File: src/rtl/xs_pkg.sv
package xs_pkg;

    typedef enum logic [3:0] {
        ST_IDLE,
        ST_RD_I,
        ST_LD_A,
        ST_RD_J,
        ST_LD_B,
        ST_CMP,
        ST_WR_I,
        ST_WR_J,
        ST_RD_A,
        ST_RL_A,
        ST_STEP,
        ST_DONE
    } xs_state_e;

    typedef struct packed {
        logic idle;    // external port owns the memory
        logic clr_i;   // i <= 0
        logic inc_i;   // i <= i + 1
        logic ld_j;    // j <= i + 1
        logic inc_j;   // j <= j + 1
        logic ld_a;    // A <= memory read data
        logic ld_b;    // B <= memory read data
        logic sel_j;   // address from j (else i)
        logic wr_a;    // write data from A (else B)
        logic we;      // internal memory write
        logic re;      // internal memory read
    } xs_ctrl_t;

    function automatic xs_ctrl_t ctrl_none();
        xs_ctrl_t c;
        c = '0;
        return c;
    endfunction

    function automatic logic in_inner_loop(xs_state_e s);
        return s inside {ST_RD_J, ST_LD_B, ST_CMP, ST_WR_I, ST_WR_J,
                         ST_RD_A, ST_RL_A, ST_STEP};
    endfunction

endpackage

File: src/rtl/xs_regfile.sv
module xs_regfile #(
    parameter int N = 8,
    parameter int L = 2
) (
    input  logic         clk,
    input  logic         we,
    input  logic         re,
    input  logic [L-1:0] a,
    input  logic [N-1:0] wd,
    output logic [N-1:0] rd
);
    localparam int K = 1 << L;

    logic [N-1:0] mem [K];

    // No reset on the storage: contents survive rst_n.
    always_ff @(posedge clk) begin
        if (we) mem[a] <= wd;
        if (re) rd <= mem[a];
    end
endmodule

File: src/rtl/xs_index.sv
module xs_index #(
    parameter int L = 2
) (
    input  logic           clk,
    input  logic           rst_n,
    input  xs_pkg::xs_ctrl_t ctrl,
    output logic [L-1:0]   i_q,
    output logic [L-1:0]   j_q,
    output logic           zi,
    output logic           zj
);
    localparam int K = 1 << L;
    localparam logic [L-1:0] I_LAST = L'(K - 2);
    localparam logic [L-1:0] J_LAST = L'(K - 1);

    always_ff @(posedge clk) begin
        if (!rst_n) begin
            i_q <= '0;
            j_q <= '0;
        end else begin
            if (ctrl.clr_i)      i_q <= '0;
            else if (ctrl.inc_i) i_q <= i_q + 1'b1;
            if (ctrl.ld_j)       j_q <= i_q + 1'b1;
            else if (ctrl.inc_j) j_q <= j_q + 1'b1;
        end
    end

    assign zi = (i_q == I_LAST);
    assign zj = (j_q == J_LAST);
endmodule

File: src/rtl/xs_datapath.sv
module xs_datapath #(
    parameter int N = 8
) (
    input  logic             clk,
    input  logic             rst_n,
    input  xs_pkg::xs_ctrl_t ctrl,
    input  logic [N-1:0]     mem_rd,
    output logic [N-1:0]     a_q,
    output logic [N-1:0]     b_q,
    output logic [N-1:0]     wr_mux,
    output logic             a_gt_b
);
    always_ff @(posedge clk) begin
        if (!rst_n) begin
            a_q <= '0;
            b_q <= '0;
        end else begin
            if (ctrl.ld_a) a_q <= mem_rd;
            if (ctrl.ld_b) b_q <= mem_rd;
        end
    end

    assign wr_mux = ctrl.wr_a ? a_q : b_q;
    assign a_gt_b = (a_q > b_q);
endmodule

File: src/rtl/xs_control.sv
module xs_control (
    input  logic              clk,
    input  logic              rst_n,
    input  logic              run,
    input  logic              zi,
    input  logic              zj,
    input  logic              a_gt_b,
    output xs_pkg::xs_ctrl_t  ctrl,
    output xs_pkg::xs_state_e state_q,
    output logic              done
);
    import xs_pkg::*;

    xs_state_e state_d;

    always_ff @(posedge clk) begin
        if (!rst_n) state_q <= ST_IDLE;
        else        state_q <= state_d;
    end

    always_comb begin
        state_d = state_q;
        ctrl    = ctrl_none();
        unique case (state_q)
            ST_IDLE: begin
                ctrl.idle = 1'b1;
                if (run) begin
                    ctrl.clr_i = 1'b1;
                    state_d    = ST_RD_I;
                end
            end
            ST_RD_I: begin
                ctrl.re = 1'b1;
                state_d = ST_LD_A;
            end
            ST_LD_A: begin
                ctrl.ld_a = 1'b1;
                ctrl.ld_j = 1'b1;
                state_d   = ST_RD_J;
            end
            ST_RD_J: begin
                ctrl.sel_j = 1'b1;
                ctrl.re    = 1'b1;
                state_d    = ST_LD_B;
            end
            ST_LD_B: begin
                ctrl.ld_b = 1'b1;
                state_d   = ST_CMP;
            end
            ST_CMP: begin
                state_d = a_gt_b ? ST_WR_I : ST_STEP;
            end
            ST_WR_I: begin
                ctrl.we = 1'b1;             // Mi <= B
                state_d = ST_WR_J;
            end
            ST_WR_J: begin
                ctrl.sel_j = 1'b1;
                ctrl.wr_a  = 1'b1;
                ctrl.we    = 1'b1;          // Mj <= A
                state_d    = ST_RD_A;
            end
            ST_RD_A: begin
                ctrl.re = 1'b1;             // re-read Mi
                state_d = ST_RL_A;
            end
            ST_RL_A: begin
                ctrl.ld_a = 1'b1;
                state_d   = ST_STEP;
            end
            ST_STEP: begin
                if (!zj) begin
                    ctrl.inc_j = 1'b1;
                    state_d    = ST_RD_J;
                end else if (!zi) begin
                    ctrl.inc_i = 1'b1;
                    state_d    = ST_RD_I;
                end else begin
                    state_d = ST_DONE;
                end
            end
            ST_DONE: begin
                if (!run) state_d = ST_IDLE;
            end
            default: state_d = ST_IDLE;
        endcase
    end

    assign done = (state_q == ST_DONE);
endmodule

File: src/rtl/xs_sorter.sv
module xs_sorter #(
    parameter int N = 8,
    parameter int L = 2
) (
    input  logic         clk,
    input  logic         rst_n,
    input  logic [N-1:0] wr_data,
    input  logic [L-1:0] addr,
    input  logic         wr_init,
    input  logic         run,
    input  logic         rd_en,
    output logic [N-1:0] rd_data,
    output logic         done
);
    import xs_pkg::*;

    localparam int K = 1 << L;
    localparam logic [L-1:0] I_LAST = L'(K - 2);

    xs_ctrl_t     ctrl;
    xs_state_e    state_q;
    logic [L-1:0] i_q, j_q;
    logic         zi, zj, a_gt_b;
    logic [N-1:0] a_q, b_q, wr_mux;
    logic         mem_we, mem_re;
    logic [L-1:0] mem_a;
    logic [N-1:0] mem_wd;

    xs_control u_ctrl (
        .clk(clk), .rst_n(rst_n), .run(run), .zi(zi), .zj(zj),
        .a_gt_b(a_gt_b), .ctrl(ctrl), .state_q(state_q), .done(done)
    );

    xs_index #(.L(L)) u_idx (
        .clk(clk), .rst_n(rst_n), .ctrl(ctrl),
        .i_q(i_q), .j_q(j_q), .zi(zi), .zj(zj)
    );

    xs_datapath #(.N(N)) u_dp (
        .clk(clk), .rst_n(rst_n), .ctrl(ctrl), .mem_rd(rd_data),
        .a_q(a_q), .b_q(b_q), .wr_mux(wr_mux), .a_gt_b(a_gt_b)
    );

    // Port access only while idle with run low; otherwise the sorter owns it.
    always_comb begin
        if (ctrl.idle) begin
            mem_a  = addr;
            mem_wd = wr_data;
            mem_we = wr_init & ~run;
            mem_re = rd_en;
        end else begin
            mem_a  = ctrl.sel_j ? j_q : i_q;
            mem_wd = wr_mux;
            mem_we = ctrl.we;
            mem_re = ctrl.re;
        end
    end

    xs_regfile #(.N(N), .L(L)) u_mem (
        .clk(clk), .we(mem_we), .re(mem_re), .a(mem_a),
        .wd(mem_wd), .rd(rd_data)
    );

    assert_done_hold_R5: assert property (@(posedge clk) disable iff (!rst_n)
        (done && run) |=> done);

    assert_done_release_R5: assert property (@(posedge clk) disable iff (!rst_n)
        (done && !run) |=> !done);

    assert_swap_greater_R4: assert property (@(posedge clk) disable iff (!rst_n)
        (state_q == ST_WR_I) |-> (a_q > b_q));

    assert_j_beyond_i_R3: assert property (@(posedge clk) disable iff (!rst_n)
        in_inner_loop(state_q) |-> (j_q > i_q));

    assert_i_range_R3: assert property (@(posedge clk) disable iff (!rst_n)
        !ctrl.idle |-> (i_q <= I_LAST));

    assert_reset_clear_R7: assert property (@(posedge clk)
        !rst_n |=> (!done && state_q == ST_IDLE));
endmodule

File: config.mk
export PLATFORM = sky130hd
export DESIGN_NAME = xs_sorter
export DESIGN_NICKNAME = d
export VERILOG_FILES = /design/src/rtl/xs_pkg.sv /design/src/rtl/xs_regfile.sv /design/src/rtl/xs_index.sv /design/src/rtl/xs_datapath.sv /design/src/rtl/xs_control.sv /design/src/rtl/xs_sorter.sv
export SDC_FILE = /design/constraint.sdc
export NUM_CORES = 1
export LEC_CHECK = 0
export CORE_MARGIN = 5
export CORE_UTILIZATION = 30
export DETAILED_ROUTE_END_ITERATION = 16
export PLACE_DENSITY = 0.58
export SLEW_MARGIN = 20
export SYNTH_ARGS = -nofsm -noshare
export SYNTH_HDL_FRONTEND = slang
export SYNTH_SLANG_ARGS = --single-unit
File: constraint.sdc
create_clock -name clk -period 5.8 [get_ports clk]
set_input_delay 0.87 -clock clk [delete_from_list [all_inputs] [get_ports clk]]
set_output_delay 0.87 -clock clk [all_outputs]
set_load 0.03 [all_outputs]
==> results of run 1 <==
## through the flow
| stage | area, um2 | std cells | setup WS [ps] |
|---|---|---|---|
| 2_1_floorplan | 3100 | 272 | 3560 |
| 3_3_place_gp | 3410 | 418 | 2940 |
| 3_5_place_dp | 3410 | 418 | 2790 |
| 4_1_cts | 3620 | 434 | 2700 |
| 5_1_grt | 3620 | 434 | 2550 |
| 6_report | 3620 | 434 | 2720 |
## synthesized netlist by cell type, types with 2 or more instances
cell | number | area, um2
a211oi_1 | 2 | 15.0
a21boi_0 | 8 | 60.1
a21oi_1 | 11 | 55.1
buf_12 | 2 | 40.0
buf_2 | 4 | 20.0
buf_6 | 2 | 22.5
clkbuf_1 | 5 | 18.8
dfxtp_1 | 24 | 480
edfxtp_1 | 40 | 1200
ha_1 | 10 | 125
inv_1 | 11 | 41.3
mux2i_1 | 38 | 380
nand2_1 | 38 | 143
nand2b_1 | 2 | 12.5
nand3_1 | 2 | 10.0
nand4_1 | 2 | 12.5
nor2_1 | 18 | 67.6
nor2b_1 | 13 | 81.3
nor3_1 | 3 | 15.0
o21ai_0 | 12 | 60.1
o22ai_1 | 2 | 12.5
## sequential cells by signal, indices dropped and copies added, names as in the netlist
signal / cells
u_ctrl.state_q: 4
u_mem.mem: 32
u_idx.i_q: 2
u_mem.rd: 8
u_idx.j_q: 2
u_dp.b_q: 8
u_dp.a_q: 8
## path summary, 6_finish.rpt
| kind | start | endpoint | cells after the start |
|---|---|---|---|
| worst max-delay path | u_ctrl.state_q[3] | done | 3 |
| worst max register to register | u_ctrl.state_q[0] | u_mem.mem[3][4] | 5 |
| worst min-delay path | u_dp.b_q[1] | u_dp.b_q[1] | 2 |
| worst min register to register | u_dp.b_q[1] | u_dp.b_q[1] | 2 |
## kinds of logic (layout without fill, tap and decap cells)
group           count (synthesis)  in the layout
compound gates                 46             46
fa+ha+maj                      10             10
buf+inv                        25             51
simple gates                   87             87
xor+xnor                        1              1
flops                          64             64
mux                            39             39
## power by group through the flow
stage	logic (W)	clock network [W]	registers, W
after floorplan	0.000204	0	0.000602
final	0.000285	0.000404	0.000579
after global placement	0.000286	0	0.000589
after detailed placement	0.000289	0	0.000589
after CTS	0.000290	0.000418	0.000579
after global routing	0.000315	0.000437	0.000585
## cell type report
class | instances | area, um2 | area share [%]
clock buffer | 10 | 128 | 3.53
clock inverter | 6 | 83.8 | 2.32
inverter | 11 | 41.3 | 1.14
multi-input combinational | 183 | 1270 | 35.2
sequential | 64 | 1680 | 46.5
tap | 136 | 170 | 4.70
timing repair buffer | 24 | 238 | 6.57
## routing by layer
layer  vias up  wire, um  global-route usage, %
met5         -         0                      0
met4         0       104                   5.60
met3         7       167                   2.28
met2        23      3140                   17.3
met1       937      2910                   13.6
li1       1016         -                      -
## worst max-delay path, stage by stage (launching register included)
cell and delay (ps):
dfxtp_1 670, inv_1 260, nor3_1 250, clkdlybuf4s50_1 700
==> flow_metrics.py, run 1 <==
metrics = {
    "status": {
        "outcome": "finished, final reports clean",
    },
    "sta": {
        "min_period_over_period_pct": 53.1,
        "clock_skew_ps": 8.94,
        "fmax_mhz": 325,
        "worstMarginPinSlew_ps": 805,
        "rsz0062_at_grt": "false",
        "timing.slew.headroom_pct": 46.2,
        "drv_slew": 0,
        "setup_tns_ps": 0,
        "holdWs_ps": 488,
        "finalSetupViolations": 0,
        "period_needed_ps": 3080,
        "hold_violations": 0,
    },
    "power": {
        "p_sw_w": 0.000362,
        "power.total_w": 0.00127,
        "switching_share_pct": 28.5,
        "powerDensity_nw_per_um2": 351,
        "seqPwrFrac_pct": 45.7,
        "power_frac_comb_pct": 22.5,
        "leakage_nw": 1.29,
        "intPower_w": 0.000906,
        "p_clk_share_pct": 31.8,
        "irDropWorstVdd_mv": 0.108,
    },
    "global_route": {
        "grt_pass1_vias": 1973,
        "grt_usage_pct": 10.8,
        "grt_pass1_wl_um": 10400,
        "antenna_found_initial": 0,
        "grt_max_degree": 24,
        "overflow": 0,
    },
    "floorplan": {
        "die_w_um": 112,
        "core.rowCount": 37,
        "start_util_pct": 30.5,
        "die_y_um": 112,
        "core_area_um2": 10200,
        "die-area_um2": 12500,
        "ioPinCount": 24,
    },
    "setup_path": {
        "path_max_fanout": 13,
        "rrSetupSlack_ps": 2820,
        "crit_arrival_ps": 2210,
        "path_class": "reg2out",
        "cp.required_ps": 4930,
        "critPathLaunchType": "register",
        "endpoint_kind": "primary output",
    },
    "placement": {
        "hpwl_um": 4790,
        "portBuffers": 23,
        "place.gp.congestion": 0.767,
    },
    "cts": {
        "cts-root-buf": "clkbuf_8",
        "cts_hold_buf": 0,
        "cts_buffer_depth": 2,
        "clkLatencyLatePin_ps": 330,
        "cts_setup_buffers": 0,
        "cts_tree": "built",
        "postCtsResizedCells": 0,
        "cts_htree_levels": 3,
        "cts.sinks": 64,
        "cts.clk_slew.worst_paths_ps": 70,
        "cts_made_buffers": 9,
    },
    "yosys": {
        "synth_top_family_by_area": "simple AND/OR/NAND/NOR gates",
        "synth-main-ff-cell": "edfxtp_1",
        "ys_types": 44,
        "synth_area_um2": 3100,
        "synth_compound_area_share_pct": 10.5,
        "synth_area_per_cell_um2": 11.4,
        "async_flop_share_pct": 0,
        "synth-simple-area-share_pct": 13.6,
        "yosys.area_share.xor_xnor_pct": 0.282,
        "syn_inst": 272,
        "synth_nets": 297,
        "synth_mux_area_share_pct": 12.6,
        "synth-seq-cells": 64,
        "synth_edf_count": 40,
        "yosys.area_share.adder_pct": 4.03,
        "synth_seq_area_share_pct": 54.2,
        "yosysWarningCount": 0,
    },
    "cells_and_area": {
        "final_nets": 318,
        "final_cell_mix": "edfxtp_1, nand2_1, mux2i_1",
        "utilization_pct": 35.5,
        "mostFrequentLayoutCell": "edfxtp_1",
        "num_antenna_cells": 0,
        "fillers": 1001,
        "drive_above_1_share_pct": 7.05,
        "syn2layout_area_growth_pct": 16.6,
    },
    "min_path": {
        "min_path_type": "reg2reg",
    },
    "drt": {
        "ant_nets": 0,
        "wl_per_cell_um": 14.6,
        "drtIter0Drc": 118,
        "avgViaCountPerCell": 4.57,
        "first_pass_iters": 4,
        "num_vias": 1983,
        "drc": 0,
        "wl_um": 6320,
    },
    "job": {
        "max_cap_viol_count": 0,
    },
}
(Power assumes the default switching activity.)
==> inputs of run 2 (changes only) <==
- PLACE_DENSITY: 0.58 -> 0.59
- clock period: 5.8 -> 2.62 ns (I/O delays scaled with it)
==> run 2 against run 1 <==
Against the previous run:
- final area increased by 2.9%
- core utilization increased by 1.0 points
- clock-buffer cell count decreased by 1
- critical endpoint unchanged
- combinational power increased by 140%
- final cell count increased by 2.8%
- sequential power increased by 120%
- critical path depth unchanged
- largest power group unchanged
- clock skew about the same
- die area unchanged
- register-to-register slack got worse by 2400 ps
- sequential share of layout area decreased by 1.3 points
==> flow_metrics.py, run 2 (synthesis results as in run 1) <==
metrics = {
    "setup_path": {
        "path_max_fanout": 7,
        "critPathTopFamily": "buffers and inverters",
        "critPathMaxStageDelay_ps": 700,
        "path_buf_inv": 2,
        "endpoint_kind": "primary output",
        "critPathLaunchType": "register",
        "crit_chain": "inv_1, nor3_1, clkdlybuf4s50_1",
        "slowest_stage": "clkdlybuf4s50_1",
        "cp.required_ps": 2230,
        "path_class": "reg2out",
        "crit_arrival_ps": 2030,
    },
    "global_route": {
        "grt_pass1_vias": 2006,
        "overflow": 0,
        "grt_usage_pct": 10.4,
        "antenna_found_initial": 0,
        "grt_pass1_wl_um": 10200,
        "grt_max_degree": 19,
    },
    "cells_and_area": {
        "fin_area_um2": 3720,
        "mostFrequentLayoutCell": "edfxtp_1",
        "syn2layout_area_growth_pct": 20.0,
        "fillers": 990,
        "utilization_pct": 36.5,
        "seq_area_um2": 1680,
        "final_nets": 330,
        "drive_above_1_share_pct": 11.6,
        "largest_reg_flops": 32,
        "final_cell_mix": "edfxtp_1, nand2_1, mux2i_1",
        "multiInputGateArea_um2": 1270,
        "regMostFlops": "u_mem.mem",
        "num_antenna_cells": 0,
    },
    "power": {
        "intPower_w": 0.00205,
        "p_clk_share_pct": 33.0,
        "power_frac_comb_pct": 23.4,
        "p_sw_w": 0.000852,
        "switching_share_pct": 29.4,
        "powerDensity_nw_per_um2": 779,
        "irDropWorstVdd_mv": 0.322,
        "seqPwrFrac_pct": 43.6,
        "leakage_nw": 1.36,
        "power.total_w": 0.00290,
    },
    "drt": {
        "num_vias": 2055,
        "first_pass_iters": 4,
        "ant_nets": 0,
        "drtIter0Drc": 80,
        "drc": 0,
        "wl_per_cell_um": 14.1,
        "wl_um": 6280,
        "avgViaCountPerCell": 4.61,
    },
    "cts": {
        "cts_made_buffers": 9,
        "postCtsResizedCells": 0,
        "cts_tree": "built",
        "cts.clk_slew.worst_paths_ps": 70,
        "cts_setup_buffers": 0,
        "cts_buffer_depth": 2,
        "cts_htree_levels": 3,
        "clkLatencyLatePin_ps": 340,
        "cts_hold_buf": 0,
        "cts-root-buf": "clkbuf_8",
        "cts.sinks": 64,
    },
    "sta": {
        "finalSetupViolations": 0,
        "setup_tns_ps": 0,
        "rsz0062_at_grt": "false",
        "drv_slew": 0,
        "hold_violations": 0,
        "timing.slew.headroom_pct": 53.2,
        "period_needed_ps": 2420,
        "clock_skew_ps": 9.02,
        "worstMarginPinSlew_ps": 699,
        "timing.final.ws_setup_ps": 202,
        "min_period_over_period_pct": 92.3,
        "fmax_mhz": 413,
    },
    "placement": {
        "portBuffers": 23,
        "dp_slack_ps": 284,
        "hpwl_um": 4600,
        "place.gp.congestion": 0.797,
        "place_area_um2": 3500,
    },
    "job": {
        "max_cap_viol_count": 0,
    },
    "floorplan": {
        "core_area_um2": 10200,
        "start_util_pct": 30.5,
        "die-area_um2": 12500,
        "die_w_um": 112,
        "core.rowCount": 37,
        "die_y_um": 112,
        "ioPinCount": 24,
    },
    "min_path": {
        "min_path_type": "reg2reg",
    },
    "status": {
        "outcome": "finished, final reports clean",
    },
}
## run 2: cell types whose count changed in the layout (fill, tap and decap cells not counted)
cell      change
buf_4        +12
inv_6         +3
clkinv_1      -2
clkbuf_1      -1
## run 2: final timing paths
| check | from | endpoint | slack, ps | depth (start not counted) |
|---|---|---|---|---|
| setup / recovery | u_ctrl.state_q[3] | done | 200 | 3 |
| hold / removal | u_dp.b_q[3] | u_dp.b_q[3] | 490 | 2 |
| hold reg to reg | u_dp.b_q[3] | u_dp.b_q[3] | 490 | 2 |
| setup reg to reg | u_ctrl.state_q[2] | u_mem.mem[2][2] | 440 | 7 |
## run 2: power by group through the flow
| stage | Sequential (W) | Clock (W) | Combinational [W] |
|---|---|---|---|
| 2_1_floorplan | 0.00133 | 0 | 0.000453 |
| 3_3_place_gp | 0.00129 | 0 | 0.000681 |
| 3_5_place_dp | 0.00129 | 0 | 0.000686 |
| 4_1_cts | 0.00127 | 0.000978 | 0.000688 |
| 5_1_grt | 0.00128 | 0.00104 | 0.000740 |
| 6_report | 0.00126 | 0.000955 | 0.000679 |
## run 2: layout make-up
| type | instances | share of cell area (%) |
|---|---|---|
| Sequential cell | 64 | 45.2 |
| Multi-Input combinational cell | 183 | 34.3 |
| Timing Repair Buffer | 36 | 8.81 |
| Tap cell | 136 | 4.57 |
| Clock buffer | 9 | 3.33 |
| Clock inverter | 7 | 2.76 |
| Inverter | 11 | 1.11 |
## run 2: worst register-to-register path, cell delays in order (launching register included)
cell      delay [ps]
dfxtp_1          430
nor4_4           340
or2b_1           280
o221a_4          120
buf_4            230
nand2b_1         200
nor2_1            90
buf_4            200
## run 2: through the flow
step                      cells  hold WS [ps]
after floorplan             272           456
after global placement      430           467
after detailed placement    430           477
after CTS                   446           488
after global routing        446           502
final                       446           488
## run 2: routing by layer
metal	wire, um	vias up	global-route usage, %	part of all wire (%)
li1	-	1039	-	-
met1	2930	972	13.2	47
met2	3040	33	16.8	48
met3	156	11	2.07	2.5
met4	159	0	5.52	2.5
met5	0	-	0	0
==> inputs of run 3 (changes only) <==
--- a/config.mk
+++ b/config.mk
@@ -10,2 +10,3 @@
 export DETAILED_ROUTE_END_ITERATION = 16
+export GPL_TIMING_DRIVEN = 0
 export PLACE_DENSITY = 0.59
--- a/constraint.sdc
+++ b/constraint.sdc
@@ -3,2 +3,2 @@
 set_output_delay 0.393 -clock clk [all_outputs]
-set_load 0.03 [all_outputs]
+set_load 0.02 [all_outputs]
==> run 3 against run 2 <==
Against the previous run:
- final area fell by 0.37%
- global-route usage rose by 0.45 points
- first-iteration DRC count rose by 44%
- hold slack got worse by 6.5 ps
- power fell by 3.6%
- via count rose by 0.63%
- critical path type is now reg2reg
- largest power group unchanged
==> flow_metrics.py, run 3 (synthesis results as in run 1) <==
metrics = {
    "status": {
        "outcome": "finished, final reports clean",
    },
    "setup_path": {
        "path_class": "reg2reg",
        "crit_arrival_ps": 2470,
        "crit_top_cell": "buf_12",
        "critPathMaxStageDelay_ps": 420,
        "cp.required_ps": 2600,
        "endpoint_kind": "register",
        "path_max_fanout": 10,
        "crit_chain": "buf_2, nor4_4, buf_6, o21bai_4, o221a_4, buf_12, buf_12, nand2_1, nor2_2",
        "critPathLaunchType": "register",
        "slowest_stage": "nor2_2",
    },
    "floorplan": {
        "ioPinCount": 24,
        "die_y_um": 112,
        "core.rowCount": 37,
        "die-area_um2": 12500,
        "start_util_pct": 30.5,
        "die_w_um": 112,
        "core_area_um2": 10200,
    },
    "cells_and_area": {
        "final_nets": 331,
        "num_antenna_cells": 0,
        "largest_reg_flops": 32,
        "fin_area_um2": 3710,
        "mostFrequentLayoutCell": "edfxtp_1",
        "regMostFlops": "u_mem.mem",
        "syn2layout_area_growth_pct": 19.5,
        "drive_above_1_share_pct": 11.3,
        "fillers": 1009,
        "final_cell_mix": "edfxtp_1, nand2_1, mux2i_1",
    },
    "placement": {
        "place_area_um2": 3500,
        "place.gp.congestion": 0.845,
        "hpwl_um": 4780,
        "portBuffers": 23,
    },
    "drt": {
        "first_pass_iters": 4,
        "drtIter0Drc": 115,
        "avgViaCountPerCell": 4.63,
        "drc": 0,
        "ant_nets": 0,
        "wl_per_cell_um": 14.6,
        "num_vias": 2068,
        "wl_um": 6510,
    },
    "global_route": {
        "grt_usage_pct": 10.9,
        "grt_pass1_vias": 2105,
        "antenna_found_initial": 0,
        "grt_max_degree": 13,
        "overflow": 0,
        "grt_pass1_wl_um": 10600,
    },
    "cts": {
        "cts.sinks": 64,
        "clkLatencyLatePin_ps": 340,
        "cts-root-buf": "clkbuf_8",
        "cts.clk_slew.worst_paths_ps": 70,
        "cts_htree_levels": 3,
        "cts_buffer_depth": 2,
        "cts_made_buffers": 9,
        "cts_tree": "built",
    },
    "sta": {
        "period_needed_ps": 2500,
        "worstMarginPinSlew_ps": 747,
        "timing.slew.headroom_pct": 50.0,
        "finalSetupViolations": 0,
        "hold_violations": 0,
        "rsz0062_at_grt": "false",
        "holdWs_ps": 481,
        "drv_slew": 0,
        "clock_skew_ps": 8.19,
        "fmax_mhz": 400,
        "min_period_over_period_pct": 95.3,
    },
    "power": {
        "leakage_nw": 1.34,
        "irDropWorstVdd_mv": 0.232,
        "power.total_w": 0.00279,
        "seqPwrFrac_pct": 45.0,
        "powerDensity_nw_per_um2": 753,
        "power_frac_comb_pct": 25.2,
        "intPower_w": 0.00196,
        "switching_share_pct": 29.7,
        "p_clk_share_pct": 29.8,
        "p_sw_w": 0.000830,
    },
    "min_path": {
        "min_path_type": "reg2reg",
    },
    "job": {
        "max_cap_viol_count": 0,
    },
}
-- run 3: worst paths after layout --
kind                            slack, ps              end  cells after the start              start
worst max-delay path                  120  u_mem.mem[1][4]                      9  u_ctrl.state_q[1]
worst min-delay path                  480      u_dp.b_q[4]                      2        u_dp.b_q[4]
worst min register to register        480      u_dp.b_q[4]                      2        u_dp.b_q[4]
worst max register to register        120  u_mem.mem[1][4]                      9  u_ctrl.state_q[1]
-- run 3: metrics by stage --
| stage | std cells | util [%] | TNS (ps) | worst slack, ps |
|---|---|---|---|---|
| 6_report | 447 | 36.4 | 0 | 123 |
| 3_5_place_dp | 431 | 34.4 | -950 | -103 |
| 3_3_place_gp | 431 | 34.4 | -1170 | -92.3 |
| 4_1_cts | 447 | 36.4 | 0 | 24.5 |
| 2_1_floorplan | 272 | - | 0 | 401 |
| 5_1_grt | 447 | 36.4 | 0 | 25.7 |
-- run 3: repair_timing --
item | 4_1_cts | 5_1_grt
endpoints found under the setup margin | 16 | 16
gates cloned | 0 | 0
hold buffers | 0 | 0
buffers inserted | 0 | 0
pin swaps | 0 | 0
gates resized for setup | 2 | 2
-- run 3: final cells by class --
type / count / area (um2) / share of cell area [%]
clock inverters: 7 / 71.3 / 1.92
multi-input cells: 183 / 1280 / 34.6
plain buffers: 14 / 105 / 2.83
repair buffers: 23 / 230 / 6.21
flip-flops and latches: 64 / 1680 / 45.3
inverters: 11 / 41.3 / 1.11
well taps: 136 / 170 / 4.59
clock buffers: 9 / 124 / 3.34
-- run 3: power groups by stage --
stage | sequential (W) | clock (W) | combinational, W
global route | 0.00127 | 0.000909 | 0.000765
detailed placement | 0.00128 | 0 | 0.000706
finish | 0.00126 | 0.000834 | 0.000703
CTS | 0.00126 | 0.000864 | 0.000709
global placement | 0.00128 | 0 | 0.000695
floorplan | 0.00131 | 0 | 0.000453
-- run 3: critical path: cells and delay by family, from the launching register on --
family,cells,cell delay [ps]
compound gates,2,350
buf+inv,4,620
flops,1,300
simple gates,3,850
-- run 3: layer usage --
| layer | vias up | GRT usage (%) | share of wire [%] |
|---|---|---|---|
| met1 | 971 | 13.4 | 46 |
| met3 | 15 | 2.07 | 3.6 |
| li1 | 1043 | - | - |
| met2 | 39 | 17.8 | 48 |
| met5 | - | 0 | 0 |
| met4 | 0 | 6.16 | 2.8 |
